## src/rtl/viol_pkg.sv

```systemverilog
// Package: shared layout of the attribute capture word.
// Assumes a 32-bit register width for the attribute word.
package viol_pkg;
    localparam int WORD_W = 32;
    localparam int ID_KEEP = 16;

    typedef struct packed {
        logic [WORD_W-ID_KEEP-3:0] pad;     // always zero
        logic                      tbl_bit; // bit 17
        logic                      nonsec;  // bit 16
        logic [ID_KEEP-1:0]        rid;     // bits 15:0
    } attr_word_t;
endpackage

```

## src/rtl/viol_flag.sv

```systemverilog
// Module: sticky violation flag, enable bit and interrupt level.
// Assumes set/clear requests are already qualified by data bit 0.
module viol_flag (
    input  logic clk,
    input  logic rst_n,
    input  logic blk_hit,
    input  logic set_req,
    input  logic clr_req,
    input  logic en_wr,
    input  logic en_bit,
    output logic status,
    output logic enable,
    output logic irq
);
    // Flag update: events and set requests dominate clear requests.
    always_ff @(posedge clk) begin
        if (!rst_n)                  status <= 1'b0;
        else if (blk_hit || set_req) status <= 1'b1;
        else if (clr_req)            status <= 1'b0;
    end

    // Enable bit: single stored bit, resets to enabled.
    always_ff @(posedge clk) begin
        if (!rst_n)     enable <= 1'b1;
        else if (en_wr) enable <= en_bit;
    end

    assign irq = status & enable;

    a_r8_event_beats_clear: assert property (@(posedge clk) disable iff (!rst_n)
        (blk_hit && clr_req) |=> status);
    a_r9_set_beats_clear: assert property (@(posedge clk) disable iff (!rst_n)
        (set_req && clr_req) |=> status);
    a_r5_clear_drops: assert property (@(posedge clk) disable iff (!rst_n)
        (clr_req && !blk_hit && !set_req) |=> !status);
    a_r6_enable_store: assert property (@(posedge clk) disable iff (!rst_n)
        en_wr |=> (enable == $past(en_bit)));
endmodule

```

## src/rtl/viol_latch.sv

```systemverilog
// Module: capture registers for the first rejected transaction.
// Assumes 'armed' is high only while the violation flag is clear.
module viol_latch
    import viol_pkg::*;
#(
    parameter int ADDR_W = 32,
    parameter int RID_W  = 16
) (
    input  logic              clk,
    input  logic              rst_n,
    input  logic              armed,
    input  logic              blk_valid,
    input  logic [ADDR_W-1:0] blk_addr,
    input  logic [RID_W-1:0]  blk_rid,
    input  logic              blk_secure,
    input  logic              blk_tbl,
    output logic [ADDR_W-1:0] info_addr,
    output attr_word_t        info_attr
);
    logic take;
    attr_word_t attr_next;

    assign take = blk_valid && armed;

    // Assemble the attribute word from the event fields.
    always_comb begin
        attr_next         = '0;
        attr_next.rid     = blk_rid[ID_KEEP-1:0];
        attr_next.nonsec  = ~blk_secure;
        attr_next.tbl_bit = blk_tbl;
    end

    // Load both records only on the first event after arming.
    always_ff @(posedge clk) begin
        if (!rst_n) begin
            info_addr <= '0;
            info_attr <= '0;
        end else if (take) begin
            info_addr <= blk_addr;
            info_attr <= attr_next;
        end
    end

    a_r1_addr_taken: assert property (@(posedge clk) disable iff (!rst_n)
        (blk_valid && armed) |=> (info_addr == $past(blk_addr)));
    a_r2_nonsec_inverted: assert property (@(posedge clk) disable iff (!rst_n)
        (blk_valid && armed) |=> (info_attr.nonsec == !$past(blk_secure)));
    a_r3_hold_first: assert property (@(posedge clk) disable iff (!rst_n)
        !armed |=> ($stable(info_addr) && $stable(info_attr)));
endmodule

```

## src/rtl/viol_capture.sv

```systemverilog
// Module: top of the blocked-access capture and interrupt block.
// Assumes strobes are single-cycle and wdata is valid with any strobe.
module viol_capture
    import viol_pkg::*;
#(
    parameter int ADDR_W = 32,
    parameter int RID_W  = 16
) (
    input  logic              clk,
    input  logic              rst_n,
    input  logic              blk_valid,
    input  logic [ADDR_W-1:0] blk_addr,
    input  logic [RID_W-1:0]  blk_rid,
    input  logic              blk_secure,
    input  logic              blk_tbl,
    input  logic              set_wr,
    input  logic              clr_wr,
    input  logic              en_wr,
    input  logic [31:0]       wdata,
    output logic              status,
    output logic              enable,
    output logic [ADDR_W-1:0] info_addr,
    output logic [31:0]       info_attr,
    output logic              irq
);
    logic       set_req, clr_req;
    attr_word_t attr_q;

    // Only bit 0 of the write data acts on set and clear.
    assign set_req = set_wr && wdata[0];
    assign clr_req = clr_wr && wdata[0];

    viol_flag i_flag (
        .clk(clk), .rst_n(rst_n), .blk_hit(blk_valid),
        .set_req(set_req), .clr_req(clr_req),
        .en_wr(en_wr), .en_bit(wdata[0]),
        .status(status), .enable(enable), .irq(irq)
    );

    viol_latch #(.ADDR_W(ADDR_W), .RID_W(RID_W)) i_latch (
        .clk(clk), .rst_n(rst_n), .armed(!status),
        .blk_valid(blk_valid), .blk_addr(blk_addr), .blk_rid(blk_rid),
        .blk_secure(blk_secure), .blk_tbl(blk_tbl),
        .info_addr(info_addr), .info_attr(attr_q)
    );

    assign info_attr = attr_q;

    a_r4_irq_level: assert property (@(posedge clk) disable iff (!rst_n)
        irq |-> (status && enable));
    a_r1_flag_after_event: assert property (@(posedge clk) disable iff (!rst_n)
        blk_valid |=> status);
endmodule

```

## config.mk

```make
export PLATFORM = sky130hd
export DESIGN_NAME = viol_capture
export DESIGN_NICKNAME = d
export VERILOG_FILES = /design/src/rtl/viol_pkg.sv /design/src/rtl/viol_flag.sv /design/src/rtl/viol_latch.sv /design/src/rtl/viol_capture.sv
export SDC_FILE = /design/constraint.sdc
export NUM_CORES = 1
export LEC_CHECK = 0
export BUFFER_PORTS_ARGS = -buffer_cell sky130_fd_sc_hd__buf_4
export CAP_MARGIN = 20
export CORE_MARGIN = 10
export CORE_UTILIZATION = 41
export CTS_CLUSTER_SIZE = 30
export DETAILED_ROUTE_END_ITERATION = 8
export GPL_TIMING_DRIVEN = 1
export PLACE_DENSITY = 0.89
export REMOVE_ABC_BUFFERS = 1
export SYNTH_ARGS = -nofsm -noshare
export SYNTH_HDL_FRONTEND = slang
export SYNTH_SLANG_ARGS = --single-unit
```

## constraint.sdc

```tcl
create_clock -name clk -period 1.2 [get_ports clk]
set_input_delay 0.18 -clock clk [delete_from_list [all_inputs] [get_ports clk]]
set_output_delay 0.18 -clock clk [all_outputs]
set_load 0.01 [all_outputs]
```

==> results of run 1 <==
## cells in the mapped netlist, drive strengths merged
cell | instances | area share
nand2 | 101 | 0.21
dfxtp | 52 | 0.48
a21boi | 49 | 0.19
buf | 25 | 0.096
clkbuf | 5 | 0.0086
a221oi | 1 | 0.0040
and2 | 1 | 0.0029
and2b | 1 | 0.0034
conb | 1 | 0.0017
mux2i | 1 | 0.0046
nand2b | 1 | 0.0040
nor2b | 1 | 0.0029
o211a | 1 | 0.0046
## through the flow
step	hold slack (ns)	setup TNS, ns	instance area, sq um	total power [mW]	setup WS [ns]
after CTS	0.109	0	3050	3.55	0.00441
after floorplan	0.242	-19.52	2010	2.20	-0.446
final	0.120	0	3060	3.49	0.0732
after detailed placement	0.426	0	2970	2.61	0.0309
after global placement	0.417	0	2970	2.59	0.0537
after global routing	0.110	0	3060	3.70	0.00109
## layout make-up
type | count | area (sq um) | share of cell area
sequential | 52 | 1040 | 0.341
multi-input combinational | 171 | 971 | 0.318
timing repair buffer | 114 | 880 | 0.288
tap | 70 | 87.6 | 0.0287
clock buffer | 6 | 72.6 | 0.0237
clock inverter | 1 | 5.00 | 0.00164
## sequential cells by signal, summed over array words and instances (netlist names)
signal / flops
i_latch.info_addr: 32
i_latch.info_attr: 18
i_flag.enable: 1
i_flag.status: 1
## worst max-delay path, stage by stage (launching register included)
cell	delay, ns
dfxtp_1	0.38
and2b_2	0.27
buf_4	0.17
o211a_1	0.20
## final timing paths
| path | start | to | slack (ns) | cells past startpoint |
|---|---|---|---|---|
| max reg2reg | i_flag.status | i_latch.info_attr[16] | 0.07 | 3 |
| min reg2reg | i_latch.info_addr[23] | i_latch.info_addr[23] | 0.45 | 2 |
| min | en_wr | i_flag.enable | 0.12 | 3 |
| max | i_flag.status | i_latch.info_attr[16] | 0.07 | 3 |
## cell families (layout without fill, tap and decap cells)
family | count (synthesis) | after routing | share of synthesized area
AO/OA/AOI/OAI | 51 | 51 | 0.194
AND/OR/NAND/NOR | 105 | 105 | 0.220
other | 1 | 14 | 0.00171
buffers and inverters | 30 | 121 | 0.105
flip-flops | 52 | 52 | 0.475
multiplexers | 1 | 1 | 0.00457
## where the power goes
group | switching, mW | internal, mW
Sequential | 0.0587 | 1.82
Combinational | 0.315 | 0.361
Clock | 0.531 | 0.398
Total | 0.905 | 2.58
## metal layers
metal  vias up  share of wire  wire length (um)  track usage
met3         9           0.11               612       0.0695
met5         -              0                 0            0
met2        80           0.50              2850        0.230
li1        943              -                 -            -
met1       827           0.38              2170        0.130
met4         0          0.012                71       0.0360
==> metrics.yaml, run 1 <==
grt:
  grt_pass1_wl_mm: 9.23
  groute.usage.overall: 0.130
  grt_start_max_net_pins: 53
  gr-total-overflow: 0
  grt_pass1_vias: 1893
  antenna_found_initial: 0
floorplanning:
  die_area_sq_um: 8670
  start_util: 0.426
  coreArea_sq_um: 5140
  rows: 26
  die_h_um: 93.1
  fp.dieW_um: 93.1
  ios: 155
critical_path:
  crit_arrival_ns: 1.32
  start_kind: "flip-flop"
  crit_type: "flip-flop to flip-flop"
  cp-end-kind: "flip-flop"
  required_ns: 1.40
  cp_max_fo: 9
logic_synthesis:
  avgSynthCellArea_sq_um: 9.13
  synth_warnings: 0
  ys_types: 18
  syn_area_sq_um: 2190
  synth_cells: 240
  ys_seq_area_frac: 0.475
  ys_seq_elements: 52
timing:
  final.period_utilization: 0.939
  hold_viol: 0
  rsz0062_at_grt: "no"
  max_freq_mhz: 888
  fin_skew_ns: 0.00160
  setup_violations: 0
  maxSlewViolCount: 0
  finalCriticalPeriod_ns: 1.13
cells_and_area:
  layout.nets: 432
  diodes: 0
  drive_gt1_frac: 0.413
  layout_commonest_cell: "buf_4"
  final_cell_mix: "111 x buf_4, 91 x nand2_1, 52 x dfxtp_1"
  syn_to_final_growth_pct: 39.5
  post-route-util: 0.595
  fin_cells: 414
  nFillCells: 469
clocking:
  cts_resized: 0
  numCtsBuffers: 5
  clkLatencyLatePin_ns: 0.29
  holdBufCountCts: 0
  clkTransAtPathRegs_ns: 0.08
  clock_sinks: 52
  cts-root-buf: "clkbuf_8"
  postCtsSetupBuffers: 0
  cts_tree: "built"
  clk_path_buf_depth: 2
  cts_max_level: 2
detailed_routing:
  drc: 0
  wl_mm: 5.70
  vias: 1859
  first_iter_violations: 56
  drt_pre_antenna_iters: 4
  vias_per_cell: 4.49
  wl_per_cell_um: 13.8
  antenna_left: 0
placement:
  dp_hpwl_mm: 4.47
  io_buffer_count: 109
  gp_congestion: 0.737
  placed_cells: 407
job:
  max_cap_violations: 0
power_and_ir_drop:
  power_leakage_nw: 1.44
  p_per_area_nw_per_um2: 1140
  vdd_ir_drop_max_mv: 0.596
hold_path:
  min_path_type: "input pin to flip-flop"
status:
  outcome: "finished, final reports clean"
Power figures use the tool's default switching activity.
==> run 2, diff against run 1 <==
Settings changed: ABC_AREA from default to 1, PLACE_DENSITY 0.89 to 0.88.
==> run 2 against run 1 <==
  * Largest power group unchanged
  * Wire length grew 15%
  * Utilization is 0.49 points lower
  * Critical path depth stayed put
  * Non-clock buffer count rose by 2
  * Via count rose by 17%
  * Global-route usage rose by 1.2 points
  * Sequential power rose by 3%
  * Synthesized area is 4.2% higher
  * Maximum frequency grew 1.6%
  * Hold slack worse by 0.050 ns
  * Total power is 11% higher
  * Final cell count is 15% higher
==> metrics.yaml, run 2 <==
timing:
  fin_skew_ns: 0.00376  # +0.00216 ns
  maxSlewViolCount: 0  # unchanged
  max_freq_mhz: 902  # +1.6%
  rsz0062_at_grt: "no"
  finalCriticalPeriod_ns: 1.11  # -0.0182 ns
  tns_ns: 0  # unchanged
  setup_violations: 0  # unchanged
  final.period_utilization: 0.924  # -0.0152
  hold_viol: 0  # unchanged
job:
  max_cap_violations: 0  # unchanged
critical_path:
  crit_end: "irq"
  path_cells: "nand2_1 > inv_1 > buf_4"
  crit_slowest_cell: "dfxtp_2"
  max_stage_delay_ns: 0.41  # +0.03 ns
  start_kind: "flip-flop"
  required_ns: 1.02  # -0.38 ns
  ff2ff_setup_slack_ns: 0.21  # +0.14 ns
  crit_start: "i_flag.status"
  r2r-start: "i_flag.status"
  reg2regPathDepth: 5  # +2
  reg2reg_to: "i_latch.info_addr[2]"
  cp-end-kind: "output port"
  crit_arrival_ns: 0.93  # -0.39 ns
  crit_type: "flip-flop to output port"
  cp_max_fo: 5  # -4
floorplanning:
  die_h_um: 94.6  # +1.6%
  coreArea_sq_um: 5440  # +5.8%
  rows: 27  # +3.8%
  ios: 155  # unchanged
  die_area_sq_um: 8950  # +3.3%
  fp.dieW_um: 94.6  # +1.6%
  start_util: 0.420  # -0.00664
cells_and_area:
  reg_top3: "i_latch.info_addr (32), i_latch.info_attr (18)"
  syn_to_final_growth_pct: 40.6
  largest_register: "i_latch.info_addr"
  nFillCells: 508  # +8.3%
  layout_commonest_cell: "buf_4"
  diodes: 0  # unchanged
  largest_reg_flops: 32  # unchanged
  drive_gt1_frac: 0.318  # -0.0952
  stdcell_area_sq_um: 3210  # +5.0%
  layout.nets: 490  # +13%
  final_cell_mix: "111 x buf_4, 100 x nor2_1, 53 x nand2_1"
  fin_cells: 475  # +15%
logic_synthesis:
  ys_seq_elements: 52  # unchanged
  synth_area_leaders: "dfxtp_1 46%, nor2_1 16%, nand3b_1 16%, nand2_1 8.7%, buf_4 4.6%"
  syn_area_sq_um: 2280  # +4.2%
  synth_warnings: 0  # unchanged
  synth_commonest_cells: "100 x nor2_1, 53 x nand2_1, 52 x dfxtp_1"
  ys_types: 16  # -2
  synth_cells: 302  # +26%
  synth_flop_cell: "dfxtp_1"
  async_reset_ff_frac: 0  # unchanged
  synth-edff-count: 0  # unchanged
  synth.most_common_cell: "nor2_1"
  avgSynthCellArea_sq_um: 7.56  # -17%
  synth_top_area_cell: "dfxtp_1"
  synth_top_area_frac: 0.456  # -0.0190
  ys_seq_area_frac: 0.456  # -0.0190
placement:
  gp_congestion: 0.730  # -0.95%
  io_buffer_count: 109  # unchanged
  dpl_cell_area_sq_um: 3110  # +4.9%
  placed_cells: 467  # +15%
  dp_hpwl_mm: 4.96  # +11%
detailed_routing:
  drc: 0  # unchanged
  antenna_left: 0  # unchanged
  wl_mm: 6.56  # +15%
  wl_per_cell_um: 13.8  # +0.39%
  vias_per_cell: 4.56  # +1.6%
  drt_pre_antenna_iters: 4  # unchanged
  first_iter_violations: 81  # +45%
  vias: 2166  # +17%
clocking:
  clk_path_buf_depth: 2  # unchanged
  clkTransAtPathRegs_ns: 0.09  # about the same
  holdBufCountCts: 0  # unchanged
  postCtsSetupBuffers: 0  # unchanged
  cts_max_level: 2  # unchanged
  cts-root-buf: "clkbuf_8"
  cts_tree: "built"
  numCtsBuffers: 5  # unchanged
  clkLatencyLatePin_ns: 0.30  # about the same
  clock_sinks: 52  # unchanged
grt:
  grt_pass1_vias: 2153  # +14%
  grt_start_max_net_pins: 31  # -42%
  groute.usage.overall: 0.142  # +0.0120
  antenna_found_initial: 0  # unchanged
  gr-total-overflow: 0  # unchanged
  grt_pass1_wl_mm: 10.4  # +13%
power_and_ir_drop:
  power_leakage_nw: 1.61  # +12%
  p_per_area_nw_per_um2: 1200  # +5.3%
  vdd_ir_drop_max_mv: 0.782  # +31%
hold_path:
  min_path_type: "input pin to flip-flop"
status:
  outcome: "finished, final reports clean"
==> run 2: cell types whose count changed in the layout (fill, tap and decap cells not counted), moves of 4 or more <==
cell,delta
a21boi_1,-39
a21boi_2,-10
buf_12,+4
nand2_1,-38
nand2_4,-10
nand3b_1,+49
nor2_1,+100
==> run 2: worst min-delay path by stage <==
stage | startpoint | to | slack [ns] | cells past startpoint
CTS | en_wr | i_flag.enable | 0.06 | 2
global placement | en_wr | i_flag.enable | 0.37 | 2
finish | en_wr | i_flag.enable | 0.07 | 2
global route | en_wr | i_flag.enable | 0.06 | 2
detailed placement | en_wr | i_flag.enable | 0.40 | 2
floorplan | en_wr | i_flag.enable | 0.28 | 1
==> run 2: cells by family after synthesis <==
family / after synthesis / synth area share
AND/OR/NAND/NOR: 204 / 0.420
flip-flops: 52 / 0.456
buffers and inverters: 41 / 0.113
AO/OA/AOI/OAI: 4 / 0.00877
other: 1 / 0.00164
==> run 2: critical path, delay by kind of cell, from the launching register on <==
kind	cells	cell delay, ns
flip-flops	1	0.41
AND/OR/NAND/NOR	1	0.06
buffers and inverters	2	0.16
==> run 2: repair_timing <==
item	4_1_cts	5_1_grt
setup endpoints to repair	1	0
endpoints found under the hold margin	0	0
gates resized for setup	1	0
==> run 2: routing by layer <==
layer,routed length (um),up-vias,global-route usage
met4,58,0,0.0337
met3,538,6,0.0539
met5,0,-,0
met1,2750,972,0.161
li1,-,1110,-
met2,3210,78,0.247
==> run 2: area by class of cell <==
type,count,area [sq um],share of cell area
Clock buffer,6,82.6,0.0257
Clock inverter,2,10.0,0.00312
Inverter,5,18.8,0.00585
Multi-Input combinational cell,222,1030,0.321
Sequential cell,52,1040,0.325
Tap cell,72,90.1,0.0281
Timing Repair Buffer,116,933,0.291
==> run 2: stage by stage <==
step	worst slack [ns]	total power [mW]	util	hold slack [ns]
global placement	0.191	2.85	0.573	0.374
global route	0.0237	4.08	0.590	0.0567
detailed placement	0.148	2.88	0.573	0.398
floorplan	-0.0394	2.35	-	0.280
CTS	0.0704	3.91	0.590	0.0588
finish	0.0915	3.86	0.590	0.0701
==> run 2: power by group <==
| part | leakage (nW) | switching (mW) | total (mW) | internal [mW] |
|---|---|---|---|---|
| clock network | 0.0510 | 0.564 | 1.03 | 0.462 |
| registers | 0.431 | 0.0707 | 1.93 | 1.86 |
| logic | 1.13 | 0.433 | 0.899 | 0.465 |
==> run 3, diff against run 2 <==
Settings changed: CORE_UTILIZATION 41 to 45, PLACE_DENSITY 0.88 to 0.95.
Clock period 1.2 ns to 1.3 ns, I/O delays scaled along.
==> run 3 against run 2 <==
  * Global-route usage is 0.16 points lower
  * Sequential power down 8%
  * Sequential cell count unchanged
  * First-iteration DRC count rose by 2.5%
  * Clock power is 19% lower
==> metrics.yaml, run 3 (synthesis gave the netlist of run 2 again) <==
clocking:
  cts_tree: "built"
  cts_resized: 0  # -1
  clk_path_buf_depth: 2  # unchanged
  cts_max_level: 2  # unchanged
  clkTransAtPathRegs_ns: 0.08  # about the same
  clkLatencyLatePin_ns: 0.29  # about the same
  clock_sinks: 52  # unchanged
  postCtsSetupBuffers: 0  # unchanged
  numCtsBuffers: 5  # unchanged
  holdBufCountCts: 0  # unchanged
  cts-root-buf: "clkbuf_8"
critical_path:
  crit_arrival_ns: 1.00  # +0.07 ns
  critPathBufInv: 2  # unchanged
  crit_type: "flip-flop to output port"
  cp_top_family: "flip-flops"
  cp_max_fo: 5  # unchanged
  start_kind: "flip-flop"
  ff2ff_setup_slack_ns: 0.25  # +0.04 ns
  required_ns: 1.11  # +0.09 ns
  path_cells: "nand2_1 > inv_1 > buf_4"
  max_stage_delay_ns: 0.47  # +0.06 ns
  cp-end-kind: "output port"
  crit_slowest_cell: "dfxtp_1"
detailed_routing:
  drc: 0  # unchanged
  wl_met2_mm: 3.16  # -1.6%
  met3_length_um: 523  # -2.8%
  first_iter_violations: 83  # +2.5%
  vias_per_cell: 4.57  # +0.18%
  highest_layer: "met4"
  antenna_left: 0  # unchanged
  drt_pre_antenna_iters: 4  # unchanged
  wl_per_cell_um: 13.4  # -2.7%
  wl_mm: 6.29  # -4.2%
  vias: 2138  # -1.3%
  wl_met1_mm: 2.54  # -7.6%
placement:
  gp_congestion: 0.714  # -2.3%
  place_ws_ns: 0.253  # +0.104 ns
  dp_hpwl_mm: 4.79  # -3.6%
  placed_cells: 461  # -1.3%
  io_buffer_count: 109  # unchanged
  dpl_cell_area_sq_um: 3080  # -1.2%
power_and_ir_drop:
  p_per_area_nw_per_um2: 1090  # -9.6%
  power.total_mw: 3.43  # -11%
  vdd_ir_drop_max_mv: 0.556  # -29%
  power_leakage_nw: 1.59  # -1.5%
cells_and_area:
  reg_top3: "i_latch.info_addr (32), i_latch.info_attr (18)"
  nFillCells: 420  # -17%
  syn_to_final_growth_pct: 38.2
  final_cell_mix: "112 x buf_4, 100 x nor2_1, 53 x nand2_1"
  stdcell_area_sq_um: 3150  # -1.7%
  largest_register: "i_latch.info_addr"
  drive_gt1_frac: 0.309  # -0.00839
  diodes: 0  # unchanged
  layout.nets: 489  # -0.20%
  post-route-util: 0.655  # +0.0647
  layout_commonest_cell: "buf_4"
  fin_cells: 468  # -1.5%
  largest_reg_flops: 32  # unchanged
grt:
  grt_pass1_vias: 2032  # -5.6%
  groute.usage.overall: 0.140  # -0.00165
  antenna_found_initial: 0  # unchanged
  grt_pass1_wl_mm: 9.89  # -4.8%
  grt_start_max_net_pins: 51  # +65%
  gr-total-overflow: 0  # unchanged
timing:
  final.setup.worst_slack_ns: 0.105  # +0.0138 ns
  rsz0062_at_grt: "no"
  hold_ws_ns: 0.0969  # +0.0268 ns
  fin_skew_ns: 0.00485  # +0.00110 ns
  finalCriticalPeriod_ns: 1.19
  hold_viol: 0  # unchanged
  maxSlewViolCount: 0  # unchanged
  final.period_utilization: 0.919
  tns_ns: 0  # unchanged
  max_freq_mhz: 837
  setup_violations: 0  # unchanged
floorplanning:
  die_area_sq_um: 8320  # -7.0%
  start_util: 0.474  # +0.0542
  ios: 155  # unchanged
  rows: 25  # -7.4%
  fp.dieW_um: 91.2  # -3.6%
  coreArea_sq_um: 4820  # -11%
  die_h_um: 91.2  # -3.6%
hold_path:
  min_path_type: "input pin to flip-flop"
status:
  outcome: "finished, final reports clean"
job:
  max_cap_violations: 0  # unchanged
==> run 3: final timing paths <==
path                               from                     to  cells past startpoint
hold / removal                    en_wr          i_flag.enable                      2
setup / recovery          i_flag.status                    irq                      3
setup reg to reg          i_flag.status   i_latch.info_addr[3]                      4
hold reg to reg   i_latch.info_addr[12]  i_latch.info_addr[12]                      2
==> run 3: layer usage <==
layer  vias to the layer above  global-route usage
li1                       1105                   -
met1                       945               0.148
met2                        82               0.252
met3                         6              0.0593
met4                         0              0.0352
met5                         -                   0
==> run 3: area by class of cell <==
type                    count  area [sq um]  area share
clock inverters             1          5.00     0.00159
inverters                   5          18.8     0.00595
repair buffers            115           901       0.286
flip-flops and latches     52          1040       0.330
multi-input cells         222          1030       0.327
clock buffers               6          72.6      0.0230
well taps                  67          83.8      0.0266
==> run 3: worst register-to-register path, stage by stage, from the launching register on <==
cell	delay, ns
dfxtp_1	0.38
nor2_4	0.16
buf_4	0.27
nor2_1	0.08
nor2_1	0.11
==> run 3: where the power goes <==
part / switching (mW) / internal, mW
registers: 0.0660 / 1.72
logic: 0.391 / 0.415
clock network: 0.470 / 0.367
